<file path="config.mk">
export PLATFORM = sky130hd
export DESIGN_NAME = dmac_regfile
export DESIGN_NICKNAME = d
export VERILOG_FILES = /design/src/rtl/dmac_regfile_pkg.sv /design/src/rtl/dmac_regfile_decode.sv /design/src/rtl/dmac_word_reg.sv /design/src/rtl/dmac_regfile_ctrl.sv /design/src/rtl/dmac_regfile.sv
export SDC_FILE = /design/constraint.sdc
export NUM_CORES = 1
export LEC_CHECK = 0
export ABC_AREA = 0
export CAP_MARGIN = 10
export CORE_MARGIN = 5
export CORE_UTILIZATION = 36
export DETAILED_ROUTE_END_ITERATION = 8
export GPL_ROUTABILITY_DRIVEN = 1
export GPL_TIMING_DRIVEN = 0
export PLACE_DENSITY = 0.61
export SLEW_MARGIN = 15
export SYNTH_ARGS = -nofsm -noshare
export SYNTH_HDL_FRONTEND = slang
export SYNTH_SLANG_ARGS = --single-unit
</file>
<file path="constraint.sdc">
create_clock -name clk -period 1.7 [get_ports clk]
set_input_delay 0.255 -clock clk [delete_from_list [all_inputs] [get_ports clk]]
set_output_delay 0.255 -clock clk [all_outputs]
set_load 0.005 [all_outputs]
</file>
<file path="src/rtl/dmac_regfile_pkg.sv">
// Package: shared constants, register offsets and the decoded-access type
// for the DMA host register file. Assumes exactly four channels, because
// the channel offsets 2n/2n+1 fill offsets 0..7.
package dmac_regfile_pkg;

    localparam int NUM_CH  = 4;
    localparam int CH_W    = $clog2(NUM_CH);
    localparam int DATA_W  = 8;
    localparam int WORD_W  = 16;
    localparam int OFF_W   = 4;
    localparam int MODE_W  = DATA_W - CH_W;
    localparam int MODE_AI = 4 - CH_W;          // auto-init bit inside stored mode
    localparam int MODE_CS = MODE_W - 2;        // cascade field base inside stored mode

    localparam logic [OFF_W-1:0] OFF_CMD    = 4'd8;
    localparam logic [OFF_W-1:0] OFF_REQ    = 4'd9;
    localparam logic [OFF_W-1:0] OFF_SMASK  = 4'd10;
    localparam logic [OFF_W-1:0] OFF_MODE   = 4'd11;
    localparam logic [OFF_W-1:0] OFF_PCLR   = 4'd12;
    localparam logic [OFF_W-1:0] OFF_MCLR   = 4'd13;
    localparam logic [OFF_W-1:0] OFF_MSKCLR = 4'd14;
    localparam logic [OFF_W-1:0] OFF_MSKALL = 4'd15;

    typedef struct packed {
        logic            chan_wr;
        logic            chan_rd;
        logic            sel_cnt;
        logic [CH_W-1:0] ch;
        logic            cmd_wr;
        logic            stat_rd;
        logic            req_wr;
        logic            smask_wr;
        logic            mode_wr;
        logic            ptr_clr;
        logic            mclr;
        logic            temp_rd;
        logic            mask_clr;
        logic            mask_all;
    } acc_t;

endpackage

</file>
<file path="src/rtl/dmac_regfile_decode.sv">
// Module: turns the host strobes and the offset into one decoded access.
// Assumes a write and a read in the same cycle are treated as the write only.
module dmac_regfile_decode
    import dmac_regfile_pkg::*;
(
    input  logic             wr_en,
    input  logic             rd_en,
    input  logic [OFF_W-1:0] reg_off,
    output acc_t             acc
);

    logic rd_act;
    logic is_chan;

    assign rd_act  = rd_en && !wr_en;
    assign is_chan = !reg_off[OFF_W-1];

    // Purpose: one-hot style decode of every register action for this cycle.
    always_comb begin
        acc          = '0;
        acc.ch       = reg_off[CH_W:1];
        acc.sel_cnt  = reg_off[0];
        acc.chan_wr  = wr_en  && is_chan;
        acc.chan_rd  = rd_act && is_chan;
        acc.cmd_wr   = wr_en  && (reg_off == OFF_CMD);
        acc.stat_rd  = rd_act && (reg_off == OFF_CMD);
        acc.req_wr   = wr_en  && (reg_off == OFF_REQ);
        acc.smask_wr = wr_en  && (reg_off == OFF_SMASK);
        acc.mode_wr  = wr_en  && (reg_off == OFF_MODE);
        acc.ptr_clr  = wr_en  && (reg_off == OFF_PCLR);
        acc.mclr     = wr_en  && (reg_off == OFF_MCLR);
        acc.temp_rd  = rd_act && (reg_off == OFF_MCLR);
        acc.mask_clr = wr_en  && (reg_off == OFF_MSKCLR);
        acc.mask_all = wr_en  && (reg_off == OFF_MSKALL);
    end

endmodule

</file>
<file path="src/rtl/dmac_word_reg.sv">
// Module: one 16-bit base/current register pair written a byte at a time.
// Assumes the caller qualifies host_wr with the channel and register select.
// A host byte write takes priority over an engine load in the same cycle.
module dmac_word_reg
    import dmac_regfile_pkg::*;
(
    input  logic              clk,
    input  logic              rst_n,
    input  logic              host_wr,
    input  logic              byte_hi,
    input  logic [DATA_W-1:0] wdata,
    input  logic              eng_ld,
    input  logic [WORD_W-1:0] eng_val,
    output logic [WORD_W-1:0] base_q,
    output logic [WORD_W-1:0] cur_q
);

    // Purpose: load a host byte into both copies, or an engine value into current.
    always_ff @(posedge clk) begin
        if (!rst_n) begin
            base_q <= '0;
            cur_q  <= '0;
        end else if (host_wr) begin
            if (byte_hi) begin
                base_q[WORD_W-1:DATA_W] <= wdata;
                cur_q[WORD_W-1:DATA_W]  <= wdata;
            end else begin
                base_q[DATA_W-1:0] <= wdata;
                cur_q[DATA_W-1:0]  <= wdata;
            end
        end else if (eng_ld) begin
            cur_q <= eng_val;
        end
    end

endmodule

</file>
<file path="src/rtl/dmac_regfile_ctrl.sv">
// Module: byte pointer, command, request, mask, mode and latched status.
// Assumes at most one decoded action is active per cycle (offset decode).
module dmac_regfile_ctrl
    import dmac_regfile_pkg::*;
(
    input  logic                           clk,
    input  logic                           rst_n,
    input  acc_t                           acc,
    input  logic [DATA_W-1:0]              wdata,
    input  logic [NUM_CH-1:0]              tc_set,
    output logic                           byte_hi,
    output logic [DATA_W-1:0]              cmd_q,
    output logic [NUM_CH-1:0]              req_q,
    output logic [NUM_CH-1:0]              mask_q,
    output logic [NUM_CH-1:0][MODE_W-1:0]  mode_q,
    output logic [NUM_CH-1:0]              tc_q
);

    logic [CH_W-1:0] wch;
    assign wch = wdata[CH_W-1:0];

    // Purpose: shared byte pointer, cleared explicitly, toggled per channel access.
    always_ff @(posedge clk) begin
        if (!rst_n)                        byte_hi <= 1'b0;
        else if (acc.ptr_clr || acc.mclr)  byte_hi <= 1'b0;
        else if (acc.chan_wr || acc.chan_rd) byte_hi <= !byte_hi;
    end

    // Purpose: command byte, cleared by master clear.
    always_ff @(posedge clk) begin
        if (!rst_n)          cmd_q <= '0;
        else if (acc.mclr)   cmd_q <= '0;
        else if (acc.cmd_wr) cmd_q <= wdata;
    end

    // Purpose: software request bits, channel chosen inside the data byte.
    always_ff @(posedge clk) begin
        if (!rst_n)          req_q <= '0;
        else if (acc.mclr)   req_q <= '0;
        else if (acc.req_wr) req_q[wch] <= wdata[2];
    end

    // Purpose: mask bits from single, clear-all and write-all accesses.
    always_ff @(posedge clk) begin
        if (!rst_n)              mask_q <= '1;
        else if (acc.mclr)       mask_q <= '1;
        else if (acc.mask_clr)   mask_q <= '0;
        else if (acc.mask_all)   mask_q <= wdata[NUM_CH-1:0];
        else if (acc.smask_wr)   mask_q[wch] <= wdata[2];
    end

    // Purpose: per-channel mode storage, kept across master clear.
    always_ff @(posedge clk) begin
        if (!rst_n)           mode_q <= '0;
        else if (acc.mode_wr) mode_q[wch] <= wdata[DATA_W-1:CH_W];
    end

    // Purpose: sticky terminal counts, cleared by a status read unless newly set.
    always_ff @(posedge clk) begin
        if (!rst_n)         tc_q <= '0;
        else if (acc.mclr)  tc_q <= '0;
        else                tc_q <= (acc.stat_rd ? '0 : tc_q) | tc_set;
    end

endmodule

</file>
<file path="src/rtl/dmac_regfile.sv">
// Module: top of the DMA host register file. Decodes the host access,
// holds per-channel address/count pairs, the control registers, and drives
// the read mux. Assumes the engine presents complete 16-bit current values.
module dmac_regfile
    import dmac_regfile_pkg::*;
(
    input  logic                      clk,
    input  logic                      rst_n,
    input  logic                      wr_en,
    input  logic                      rd_en,
    input  logic [3:0]                reg_off,
    input  logic [7:0]                wdata,
    output logic [7:0]                rdata,
    input  logic                      eng_ld_i,
    input  logic [1:0]                eng_ch_i,
    input  logic [15:0]               eng_addr_i,
    input  logic [15:0]               eng_cnt_i,
    input  logic [3:0]                tc_set_i,
    input  logic [3:0]                dreq_i,
    input  logic [7:0]                temp_i,
    output logic [3:0]                mask_o,
    output logic [7:0]                cmd_o,
    output logic [3:0]                req_o,
    output logic [23:0]               mode_o,
    output logic [3:0]                autoinit_o,
    output logic [3:0]                cascade_o,
    output logic [63:0]               base_addr_o,
    output logic [63:0]               base_cnt_o
);

    acc_t                          acc;
    logic                          byte_hi;
    logic [NUM_CH-1:0]             tc_q;
    logic [NUM_CH-1:0][MODE_W-1:0] mode_q;
    logic [NUM_CH-1:0][WORD_W-1:0] cur_addr;
    logic [NUM_CH-1:0][WORD_W-1:0] cur_cnt;
    logic [NUM_CH-1:0][WORD_W-1:0] base_addr;
    logic [NUM_CH-1:0][WORD_W-1:0] base_cnt;
    logic [WORD_W-1:0]             rd_word;

    dmac_regfile_decode u_decode (
        .wr_en   (wr_en),
        .rd_en   (rd_en),
        .reg_off (reg_off),
        .acc     (acc)
    );

    dmac_regfile_ctrl u_ctrl (
        .clk     (clk),
        .rst_n   (rst_n),
        .acc     (acc),
        .wdata   (wdata),
        .tc_set  (tc_set_i),
        .byte_hi (byte_hi),
        .cmd_q   (cmd_o),
        .req_q   (req_o),
        .mask_q  (mask_o),
        .mode_q  (mode_q),
        .tc_q    (tc_q)
    );

    for (genvar i = 0; i < NUM_CH; i++) begin : g_ch
        logic sel;
        logic eng_sel;
        assign sel     = acc.chan_wr && (acc.ch == CH_W'(i));
        assign eng_sel = eng_ld_i && (eng_ch_i == CH_W'(i));

        dmac_word_reg u_addr (
            .clk     (clk),
            .rst_n   (rst_n),
            .host_wr (sel && !acc.sel_cnt),
            .byte_hi (byte_hi),
            .wdata   (wdata),
            .eng_ld  (eng_sel),
            .eng_val (eng_addr_i),
            .base_q  (base_addr[i]),
            .cur_q   (cur_addr[i])
        );

        dmac_word_reg u_cnt (
            .clk     (clk),
            .rst_n   (rst_n),
            .host_wr (sel && acc.sel_cnt),
            .byte_hi (byte_hi),
            .wdata   (wdata),
            .eng_ld  (eng_sel),
            .eng_val (eng_cnt_i),
            .base_q  (base_cnt[i]),
            .cur_q   (cur_cnt[i])
        );

        assign autoinit_o[i] = mode_q[i][MODE_AI];
        assign cascade_o[i]  = &mode_q[i][MODE_W-1:MODE_CS];
    end

    assign mode_o      = mode_q;
    assign base_addr_o = base_addr;
    assign base_cnt_o  = base_cnt;

    // Purpose: pick the current word of the addressed channel register.
    assign rd_word = acc.sel_cnt ? cur_cnt[acc.ch] : cur_addr[acc.ch];

    // Purpose: host read data mux; zero when no read is decoded.
    always_comb begin
        rdata = '0;
        if (acc.chan_rd)      rdata = byte_hi ? rd_word[WORD_W-1:DATA_W] : rd_word[DATA_W-1:0];
        else if (acc.stat_rd) rdata = {dreq_i, tc_q};
        else if (acc.temp_rd) rdata = temp_i;
    end

endmodule

</file>
==> metrics.txt <==
outcome=complete, but fails checks; failing checks=negative setup slack; Core Region=around 39000 µm²; grt ovf=0; Die Height=between 200 and 250 µm; Worst Tran Pin Value=~0.84 ns; wirelength, routed=62100 µm; Worst-path clk slew=0.06 ns; min-delay worst type=primary input to flip-flop; share of layout cells above drive strength 1=0.222; DRC=0; worst setup margin=-0.756 ns; detailed-route wire length per cell=around 25 µm; post-DR vias/cell=5.67; initial antenna violation count=3; TritonCTS Buffers=36; post-route cell area=between 15000 and 20000 µm²; CTS tree=yes; Final Slew Violations=0; Tcrit/Tclk final=1.44; Post-synth EDFFs=0; Inst Count DP=2360; Slew headroom=0.441; Post-Syn Instances=1596; drt pass-1 iters=5; final setup vio count=8; # IOs=251; clk_skew=0.0122 ns; Most used DFF post-synth=dfxtp_1; Antenna Nets Post-Route=0; Die W=209 µm; GRT Resource Usage Total=0.272; Power Density=911 nW/µm²; Skew-Pair Late Insertion Delay=approximately 0.54 ns; Yosys cell types=57; Synth Register Bits=301; Max clock buf depth=3; post-DP HPWL=approximately 46000 µm; largest net degree at the start of global routing=14; CP Cell Sequence=buf_8 > or4b_4 > o211ai_1 > buf_2; Worst path slowest cell=or4b_4; vias in the first global route=13.7k; Final GP Congestion=0.971; starting density of the core=0.366; crit-path max cell delay=~0.56 ns; Worst Path Buf+Inv=2; H-tree levels=2; Max Freq=407 MHz; cell area after placement=17400 µm²; pre-CTS setup slack=-1.72 ns; Iter 0 DRT Violations=around 1.4k; synth warn=0; Max-cap violations=0; Final Hold Viols=0; VDD IR max=655 µV; Fillers=between 3k and 4k; Non-Filler Instances=around 2.5k; critical path arrival=2.20 ns; critical path startpoint category=flip-flop; die footprint=43600 µm²; CTS sink count=301; IO Port Bufs=246; P_leak=7.73 nW; Synth Cell Area=14200 µm²; worst-path fanout max=4; FP Rows=72; syn_area_per_cell=about 9 µm²; CP Class=flip-flop to output port; via count=13.9k; CP Capture Type=output port; ys async rst share=0; WP data required=1.44 ns; Net count, final=about 2.0k; critical path's top delay family=simple AND/OR/NAND/NOR gates; worst hold margin=between 0.3 and 0.4 ns; Clock Root Buffer=clkbuf_16; area growth from synthesis to layout=35.5%; Post-Syn Nets=1663; minimum clock period=2.46 ns; RSZ-0062 raised after global routing=true; first-pass GRT wire length=90800 µm; Seq/Total Area, Yosys=0.423
## cell families (layout without fill, tap and decap cells)
kind of cell,Yosys count,count (layout),share of synthesized area
AND/OR/NAND/NOR,611,611,0.215
AO/OA/AOI/OAI,431,431,0.209
other,0,4,0
flip-flops,301,301,0.423
buffers and inverters,175,511,0.0703
multiplexers,78,78,0.0829
## through the flow
stage	total power, mW	utilization	TNS, ns
6_report	17.6	0.496	-5.91
4_1_cts	17.6	0.487	-5.90
2_1_floorplan	8.71	-	0
5_1_grt	18.1	0.496	-6.27
3_3_place_gp	9.52	0.447	-275.20
3_5_place_dp	9.54	0.447	-275.31
## where the power goes
part | switching (mW) | internal [mW]
clock network | 3.14 | 4.89
logic | 1.29 | 0.843
registers | 0.151 | 7.28
## flip-flops by register name, summed over array words and instances (netlist names)
name                cells
g_ch.u_addr.base_q     64
g_ch.u_addr.cur_q      64
g_ch.u_cnt.base_q      64
g_ch.u_cnt.cur_q       64
u_ctrl.mode_q          24
u_ctrl.cmd_q            8
u_ctrl.mask_q           4
u_ctrl.req_q            4
u_ctrl.tc_q             4
u_ctrl.byte_hi          1
## synth_stat cells (3+ instances only)
library cell	number	area, µm²
nand2_2	3	18.8
a211oi_2	76	951
a21oi_1	263	1320
nor3_2	4	40.0
dfxtp_1	301	6030
buf_12	3	60.1
nand2b_1	6	37.5
nor3_4	9	146
nand2b_4	3	41.3
buf_2	52	260
nand3b_1	4	30.0
and2_1	5	31.3
and3_4	3	33.8
buf_4	15	113
nand2_1	272	1020
mux4_2	32	721
inv_1	3	11.3
o211ai_1	7	52.6
a22oi_1	14	105
and3_1	70	438
nand3_1	13	65.1
or3_1	9	56.3
mux2i_1	46	460
o21ai_0	3	15.0
nor2_1	46	173
buf_6	23	259
a21oi_2	8	70.1
clkbuf_1	78	293
nor3_1	132	661
a211oi_1	52	390
or2_1	10	62.6
## worst reg2reg max path, stage by stage, from the launching register on
cell and delay (ns):
dfxtp_4 0.36, buf_4 0.20, nor3_4 0.41, buf_4 0.27
nor3_1 0.06, a211oi_1 0.24
## path summary, 6_finish.rpt
path                                                            start                               endpoint  slack, ns  depth (start not counted)
worst max register to register            u_ctrl.byte_hi$_SDFFE_PP0P_    g_ch[3].u_cnt.cur_q[6]$_SDFFE_PN0P_       0.05                          5
worst max-delay path                      u_ctrl.byte_hi$_SDFFE_PP0P_                               rdata[7]      -0.76                          4
worst min-delay path                                      tc_set_i[0]              u_ctrl.tc_q[0]$_SDFF_PP0_       0.33                          3
worst min register to register  g_ch[0].u_cnt.base_q[12]$_SDFFE_PN0P_  g_ch[0].u_cnt.base_q[12]$_SDFFE_PN0P_       0.45                          2
## layout by cell type, fill, tap and decap left out, types with 23 or more instances in the layout
| master | count |
|---|---|
| dfxtp_1 | 277 |
| nand2_1 | 267 |
| a21oi_1 | 263 |
| clkdlybuf4s50_1 | 175 |
| nor3_1 | 132 |
| a211oi_2 | 77 |
| and3_1 | 67 |
| buf_4 | 58 |
| a211oi_1 | 51 |
| mux2i_1 | 45 |
| clkbuf_1 | 43 |
| nor2_1 | 42 |
| dlymetal6s2s_1 | 40 |
| clkbuf_2 | 36 |
| clkbuf_16 | 36 |
| mux4_2 | 32 |
| buf_2 | 29 |
| buf_6 | 29 |
| dfxtp_2 | 23 |
## cell type report
cell class                 count  area, µm²  area share
sequential                   301       6060       0.314
tap                          518        648      0.0336
clock inverter                13        211      0.0110
timing repair buffer         281       2770       0.143
buffer                       165       1140      0.0593
inverter                       3       11.3    0.000583
multi-input combinational   1120       7450       0.386
antenna                        4       10.0    0.000519
clock buffer                  49       1000      0.0518
## what timing repair did
item,4_1_cts,5_1_grt
endpoints found under the hold margin,0,0
hold buffers,0,0
setup buffers,20,15
pin swaps,15,6
endpoints found under the setup margin,336,288
resized for setup,156,124
## routing by layer
metal	global-route usage	part of all wire
met1	0.363	0.41
met2	0.445	0.47
met3	0.0468	0.083
met4	0.0990	0.035
met5	0	0
Note: power is estimated with default switching activity, not from simulation.
